## src/rtl/act_win_pkg.sv

```systemverilog
package act_win_pkg;

    typedef enum logic [1:0] {
        HS_EMPTY = 2'd0,
        HS_FILL  = 2'd1,
        HS_FULL  = 2'd2
    } hist_st_e;

    typedef enum logic {
        BK_IDLE = 1'b0,
        BK_OPEN = 1'b1
    } bank_st_e;

endpackage

```

## src/rtl/act_win_hist.sv

```systemverilog
module act_win_hist
    import act_win_pkg::*;
#(
    parameter int TW    = 32,
    parameter int N_ACT = 4,
    parameter int T_XAW = 20
) (
    input  logic          clk,
    input  logic          rst_n,
    input  logic          act_en,
    input  logic [TW-1:0] now,
    output logic          win_hit,
    output logic [TW-1:0] win_base,
    output logic          viol_q
);

    localparam logic [TW-1:0] XAW_T = TW'(T_XAW);

    generate
        if (N_ACT == 0) begin : g_off
            assign win_hit  = 1'b0;
            assign win_base = '0;
            assign viol_q   = 1'b0;
        end else begin : g_on
            localparam int CW = $clog2(N_ACT + 1);
            localparam logic [CW-1:0] LAST_FILL = CW'(N_ACT - 1);

            logic [TW-1:0] hist_q [N_ACT];
            logic [CW-1:0] fill_q;
            hist_st_e      st_q, st_d;
            logic [TW-1:0] oldest_pre;
            logic [TW-1:0] oldest_post;
            logic          viol_d;

            assign oldest_pre = hist_q[N_ACT-1];

            if (N_ACT == 1) begin : g_one
                assign oldest_post = now;
            end else begin : g_many
                assign oldest_post = hist_q[N_ACT-2];
            end

            // state register
            always_ff @(posedge clk) begin
                if (!rst_n) begin
                    st_q <= HS_EMPTY;
                end else begin
                    st_q <= st_d;
                end
            end

            // next state
            always_comb begin
                st_d = st_q;
                unique case (st_q)
                    HS_EMPTY: if (act_en) st_d = (N_ACT == 1) ? HS_FULL : HS_FILL;
                    HS_FILL:  if (act_en && fill_q == LAST_FILL) st_d = HS_FULL;
                    HS_FULL:  st_d = HS_FULL;
                    default:  st_d = HS_EMPTY;
                endcase
            end

            // outputs toward the bank timers
            always_comb begin
                win_hit  = act_en && ((st_q == HS_FULL) || (fill_q == LAST_FILL));
                win_base = oldest_post + XAW_T;
                viol_d   = act_en && (st_q == HS_FULL) && ((now - oldest_pre) < XAW_T);
            end

            always_ff @(posedge clk) begin
                if (!rst_n) begin
                    fill_q <= '0;
                    viol_q <= 1'b0;
                    for (int k = 0; k < N_ACT; k++) hist_q[k] <= '0;
                end else begin
                    viol_q <= viol_d;
                    if (act_en) begin
                        hist_q[0] <= now;
                        for (int k = 1; k < N_ACT; k++) hist_q[k] <= hist_q[k-1];
                        if (st_q != HS_FULL) fill_q <= fill_q + 1'b1;
                    end
                end
            end


            viol_needs_full_chk: assert property (@(posedge clk) disable iff (!rst_n)
                viol_q |-> ($past(st_q) == HS_FULL));


            viol_pulse_chk: assert property (@(posedge clk) disable iff (!rst_n)
                (!act_en) |=> !viol_q);
        end
    endgenerate

endmodule

```

## src/rtl/act_win_bank.sv

```systemverilog
module act_win_bank
    import act_win_pkg::*;
#(
    parameter int TW      = 32,
    parameter int T_RRD_L = 8,
    parameter int T_RRD   = 4,
    parameter int T_RP    = 5
) (
    input  logic          clk,
    input  logic          rst_n,
    input  logic [TW-1:0] now,
    input  logic          act_any,
    input  logic          act_peer,
    input  logic          act_hit,
    input  logic          pre_hit,
    input  logic          win_hit,
    input  logic [TW-1:0] win_base,
    output logic [TW-1:0] nxt_q,
    output logic          open_q
);

    localparam logic [TW-1:0] RRDL_T = TW'(T_RRD_L);
    localparam logic [TW-1:0] RRD_T  = TW'(T_RRD);
    localparam logic [TW-1:0] RP_T   = TW'(T_RP);

    bank_st_e      st_q, st_d;
    logic          pre_ok;
    logic [TW-1:0] cand_a, cand_w, cand_p;
    logic [TW-1:0] m1, m2, nxt_d;

    assign pre_ok = pre_hit && (st_q == BK_OPEN) && !act_hit;

    // state register
    always_ff @(posedge clk) begin
        if (!rst_n) begin
            st_q <= BK_IDLE;
        end else begin
            st_q <= st_d;
        end
    end

    // next state
    always_comb begin
        st_d = st_q;
        unique case (st_q)
            BK_IDLE: if (act_hit) st_d = BK_OPEN;
            BK_OPEN: if (pre_ok) st_d = BK_IDLE;
            default: st_d = BK_IDLE;
        endcase
    end

    // bound selection, monotonic raise
    always_comb begin
        cand_a = act_any ? (now + (act_peer ? RRDL_T : RRD_T)) : '0;
        cand_w = win_hit ? win_base : '0;
        cand_p = pre_ok ? (now + RP_T) : '0;
        m1     = (cand_a > nxt_q) ? cand_a : nxt_q;
        m2     = (cand_w > m1) ? cand_w : m1;
        nxt_d  = (cand_p > m2) ? cand_p : m2;
    end

    always_ff @(posedge clk) begin
        if (!rst_n) begin
            nxt_q <= '0;
        end else begin
            nxt_q <= nxt_d;
        end
    end

    assign open_q = (st_q == BK_OPEN);


    never_lower_chk: assert property (@(posedge clk) disable iff (!rst_n)
        1'b1 |=> (nxt_q >= $past(nxt_q)));


    peer_space_chk: assert property (@(posedge clk) disable iff (!rst_n)
        (act_any && act_peer) |=> (nxt_q >= $past(now) + RRDL_T));


    other_space_chk: assert property (@(posedge clk) disable iff (!rst_n)
        act_any |=> (nxt_q >= $past(now) + RRD_T));


    pre_recover_chk: assert property (@(posedge clk) disable iff (!rst_n)
        (pre_hit && !act_hit && open_q) |=> (nxt_q >= $past(now) + RP_T) && !open_q);


    pre_idle_chk: assert property (@(posedge clk) disable iff (!rst_n)
        (pre_hit && !act_any && !win_hit && !open_q) |=> $stable(nxt_q));

endmodule

```

## src/rtl/act_window_tracker.sv

```systemverilog
module act_window_tracker
    import act_win_pkg::*;
#(
    parameter int NBANK   = 8,
    parameter int NGRP    = 4,
    parameter int TW      = 32,
    parameter int T_RRD_L = 8,
    parameter int T_RRD   = 4,
    parameter int T_XAW   = 20,
    parameter int N_ACT   = 4,
    parameter int T_RP    = 5,
    localparam int BW     = (NBANK > 1) ? $clog2(NBANK) : 1,
    localparam int CNTW   = $clog2(NBANK + 1)
) (
    input  logic                clk,
    input  logic                rst_n,
    input  logic [TW-1:0]       now_cyc,
    input  logic                act_en,
    input  logic [BW-1:0]       act_bank,
    input  logic                pre_en,
    input  logic [BW-1:0]       pre_bank,
    output logic [NBANK*TW-1:0] nxt_act,
    output logic                act_viol,
    output logic [CNTW-1:0]     open_cnt
);

    logic          win_hit;
    logic [TW-1:0] win_base;
    logic [NBANK-1:0] open_vec;
    int            act_grp_i;

    assign act_grp_i = int'(act_bank) % NGRP;

    act_win_hist #(
        .TW    (TW),
        .N_ACT (N_ACT),
        .T_XAW (T_XAW)
    ) u_hist (
        .clk      (clk),
        .rst_n    (rst_n),
        .act_en   (act_en),
        .now      (now_cyc),
        .win_hit  (win_hit),
        .win_base (win_base),
        .viol_q   (act_viol)
    );

    generate
        for (genvar b = 0; b < NBANK; b++) begin : g_bank
            localparam int GRP_B = b % NGRP;
            logic bk_peer, bk_act, bk_pre;

            assign bk_peer = act_en && (act_grp_i == GRP_B);
            assign bk_act  = act_en && (act_bank == BW'(b));
            assign bk_pre  = pre_en && (pre_bank == BW'(b));

            act_win_bank #(
                .TW      (TW),
                .T_RRD_L (T_RRD_L),
                .T_RRD   (T_RRD),
                .T_RP    (T_RP)
            ) u_bank (
                .clk      (clk),
                .rst_n    (rst_n),
                .now      (now_cyc),
                .act_any  (act_en),
                .act_peer (bk_peer),
                .act_hit  (bk_act),
                .pre_hit  (bk_pre),
                .win_hit  (win_hit),
                .win_base (win_base),
                .nxt_q    (nxt_act[b*TW +: TW]),
                .open_q   (open_vec[b])
            );
        end
    endgenerate

    assign open_cnt = CNTW'($countones(open_vec));


    cnt_dec_chk: assert property (@(posedge clk) disable iff (!rst_n)
        (pre_en && !act_en && open_vec[pre_bank]) |=> (open_cnt == $past(open_cnt) - 1'b1));


    cnt_inc_chk: assert property (@(posedge clk) disable iff (!rst_n)
        (act_en && !pre_en && !open_vec[act_bank]) |=> (open_cnt == $past(open_cnt) + 1'b1));


    same_bank_chk: assert property (@(posedge clk) disable iff (!rst_n)
        (act_en && pre_en && (act_bank == pre_bank)) |=> open_vec[$past(act_bank)]);

endmodule

```

## config.mk

```make
export PLATFORM = sky130hd
export DESIGN_NAME = act_window_tracker
export DESIGN_NICKNAME = d
export VERILOG_FILES = /design/src/rtl/act_win_pkg.sv /design/src/rtl/act_win_hist.sv /design/src/rtl/act_win_bank.sv /design/src/rtl/act_window_tracker.sv
export SDC_FILE = /design/constraint.sdc
export NUM_CORES = 2
export LEC_CHECK = 0
export BUFFER_PORTS_ARGS = -buffer_cell sky130_fd_sc_hd__buf_2
export CAP_MARGIN = 40
export CORE_UTILIZATION = 50
export CTS_CLUSTER_SIZE = 8
export DETAILED_ROUTE_END_ITERATION = 12
export PLACE_DENSITY = 0.73
export SYNTH_ARGS = -nofsm -noshare
export SYNTH_HDL_FRONTEND = slang
export SYNTH_SLANG_ARGS = --single-unit
export TNS_END_PERCENT = 5
```

## constraint.sdc

```tcl
create_clock -name clk -period 14.3 [get_ports clk]
set_input_delay 2.86 -clock clk [delete_from_list [all_inputs] [get_ports clk]]
set_output_delay 2.86 -clock clk [all_outputs]
set_load 0.005 [all_outputs]
```

==> impl_results.md <==
- Status: complete, no violations
- Routed vias/inst: 6.55
- Die Y-Extent: 297 µm
- FF/Latch Area: 9250 µm²
- Initial core utilization: 50.8%
- CTS Hold Bufs: 0
- Placed instance count: 6,817
- I/O pins: 303
- # port buffers: 302
- Crit path DAT: 13.64 ns
- DIE WIDTH: 297 µm
- Row cnt: 107
- Clock root buffer: clkbuf_16
- Max Cap Viol: 0
- Worst hold margin: 0.481 ns
- Post_cts resized: 0
- Final Max Slew Viols: 0
- ANT nets after route: 0
- DP HPWL: 146 mm
- Clock Latency Late Sink: 0.66 ns
- P_leak: 23.5 nW
- Total gr overflow: 0
- Fin cells: 6,922
- First-pass GRT wire length: 277 mm
- Worst endpoint required time: 14.77 ns
- RSZ-0062 raised after global routing: false
- Clock input transition at the sequential cells of the worst setup and hold paths: 0.06 ns
- Vias in the first global route: 42.4k
- CP Launch Type: primary input
- DR DRC count: 0
- Crit Path Class: in -> reg
- R2R depth: 33
- Slowest CP cell: a21oi_4
- CTS tree: built
- Setup ws final: 1.13 ns
- Post-synthesis cell count: 5,434
- Crit Path Max Fanout: 30
- Clk sinks: 398
- Final setup vio count: 0
- Detailed Routing Iterations Pass 1: 6
- Nets: 6,583
- Synthesized area: 43,500 µm²
- CTS buffer count: 57
- Rel. slew slack: 29.4%
- Die Area: 88,200 µm²
- Fillers: 8,040
- Total wire length: 194 mm
- RR Startpoint: u_hist.g_on.hist_q[0][66]
- CP most frequent cell: a21o_1
- Post-synthesis register bit count: 398
- Post-CTS Repair Setup Buffers: 0
- Yosys warns: 0
- Sequential-to-total area share from yosys stat: 21.3%
- Pre-CTS WS: 0.908 ns
- Crit end category: flip-flop
- Peak supply drop: 0.112 mV
- Syn-to-layout area delta: 13.2%
- Area share of the largest cell type after synthesis: 23.0%
- Setup TNS: 0 ns
- Via count: 45.4k
- Initial drt markers: 5,133
- Top area cells in the synthesized netlist: ha_1, dfxtp_1, edfxtp_1
- Reg2Reg Setup Slack: 5.19 ns
- Largest area contributor in the netlist: ha_1
- Final period util: 92.1%
- Slowest stage delay, CP: 0.59 ns
- Pin count of the biggest net entering global routing: 248
- CTS Buffer Depth: 3
- Hold Crit Class: reg -> reg
- Critical path origin: now_cyc[15]
- Area of the multi-input gates: 32,000 µm²
- Fin crit period: 13.17 ns
- Layout cells sized above 1: 14.3%
- EDFF count, synth: 128
- Post-synth ARST share: 0%
- Crit path capture: g_bank[7].u_bank.nxt_q[24]
- Reg-to-Reg End: g_bank[1].u_bank.nxt_q[13]
- Max Fclk: 75.9 MHz
- Core ar.: 85,700 µm²
- Final GP Congestion: 1.07
- Util after Layout: 57.5%
- All-Layer GR Usage: 42.2%
- Max Clock Skew: 0.0343 ns
- Syn Area/Cell: 8.01 µm²
- Pwr Density: 122 nW/µm²
- Post-synth top flop: dfxtp_1
- Post-synth cell types: 92
- Mapped Nets: 6,285
- Worst slew pin tran: 1.06 ns
- Hold Fails Final Rpt: 0
- H-Tree Depth: 2
- Routed len/inst: 28.0 µm
- Initial antenna violation count: 27
-- final cells by class --
type                            instances  area share (%)
Multi-Input combinational cell       4346            65.0
Sequential cell                       398            18.8
Timing Repair Buffer                  518            6.79
Clock buffer                           87            3.27
Inverter                              411            3.13
Tap cell                             1144            2.91
Antenna cell                           16          0.0813
Clock inverter                          2          0.0330
-- per-layer routing --
| metal | track usage, % | up-vias | routed length, µm |
|---|---|---|---|
| met1 | 50.5 | 21100 | 71700 |
| li1 | - | 20400 | - |
| met5 | 0 | - | 149 |
| met2 | 63.3 | 2909 | 81100 |
| met3 | 11.3 | 957 | 22300 |
| met4 | 35.0 | 24 | 18800 |
-- cells in the final DEF (no fill, tap or decap), drive strengths merged, types with 9 or more instances in the layout --
cell      n
and2     92
nand2   291
nor2    590
o211ai   28
o21ai   325
dfxtp   270
nand3   103
a211oi   19
nor3     50
a21boi   40
a21o    203
clkbuf   87
inv     411
xnor2    90
and3    154
diode    16
ha      801
o21bai    9
nor4     27
nand4   164
and4     17
or3      50
edfxtp  128
o21a     57
a211o    10
a21oi   369
nor2b    66
o221ai   27
a31oi    16
o22ai   233
or2      23
buf     518
a221o     9
xor2     55
mux2    141
mux2i   129
a221oi   11
nand2b   47
-- power breakdown --
| group | total (mW) | internal [mW] | switching [mW] |
|---|---|---|---|
| registers | 1.50 | 1.33 | 0.169 |
| logic | 3.21 | 1.26 | 1.95 |
| clock network | 1.32 | 0.759 | 0.559 |
-- sequential cells by signal, summed over array words and instances (netlist names) --
signal and count:
g_bank.u_bank.nxt_q 256, u_hist.g_on.fill_q 3, g_bank.u_bank.open_q 8, u_hist.g_on.st_q 2, u_hist.g_on.hist_q 128, u_hist.viol_q 1
-- synth_stat cells (7+ instances only) --
library cell and n:
a211oi_1 19, mux2i_1 128, o221ai_1 26, nand2b_1 47, clkbuf_1 219, a2111oi_0 8
a221oi_1 11, inv_1 410, buf_4 7, or3_1 50, o21ai_1 36, o22ai_1 232
nand2_1 291, nand3_1 103, ha_1 801, buf_2 27, a211o_1 10, or2_2 20
o21ai_0 288, nor4_1 24, nor3_1 49, a21o_1 203, and3_1 154, dfxtp_1 270
buf_1 25, nand4_1 162, and2_1 92, fa_1 8, a21boi_0 39, o21bai_1 9
a221o_1 9, mux2_1 12, xnor2_1 90, edfxtp_1 128, o21a_1 57, a31oi_1 12
and4_1 17, mux2_2 128, a21oi_1 368, nor2_1 588, o211ai_1 27, xor2_1 55
nor2b_1 66
-- logic make-up after synthesis --
family	Yosys count	synth area share, %
AOI/OAI and AO/OA	1424	20.5
buffers and inverters	690	6.09
DFF	398	21.3
xor gates and xnor gates	145	2.92
muxes	270	6.64
adders and majority gates	811	23.5
and+or+nand+nor	1696	19.2
-- metrics by stage --
| step | total power [mW] | instance area, µm² |
|---|---|---|
| after floorplan | 3.56 | 43500 |
| final | 6.03 | 49200 |
| after CTS | 5.92 | 49200 |
| after global routing | 6.36 | 49200 |
| after global placement | 4.53 | 47400 |
| after detailed placement | 4.60 | 47600 |
-- worst min path at each step --
| stage | start | to | depth (start not counted) |
|---|---|---|---|
| after floorplan | g_bank[5].u_bank.open_q | g_bank[5].u_bank.open_q | 2 |
| after global placement | g_bank[6].u_bank.open_q | g_bank[6].u_bank.open_q | 2 |
| after detailed placement | g_bank[6].u_bank.open_q | g_bank[6].u_bank.open_q | 2 |
| after CTS | g_bank[6].u_bank.open_q | g_bank[6].u_bank.open_q | 2 |
| after global routing | g_bank[5].u_bank.open_q | g_bank[5].u_bank.open_q | 2 |
| final | g_bank[6].u_bank.open_q | g_bank[6].u_bank.open_q | 2 |
-- worst max-delay path: cells and delay by family --
family	cells	cell delay (ns)
xor+xnor	1	0.30
simple gates	18	4.45
mux	1	0.37
buf+inv	3	0.99
compound gates	20	3.96
fa+ha+maj	3	0.65
No activity file was read; power rests on OpenSTA's default activity.
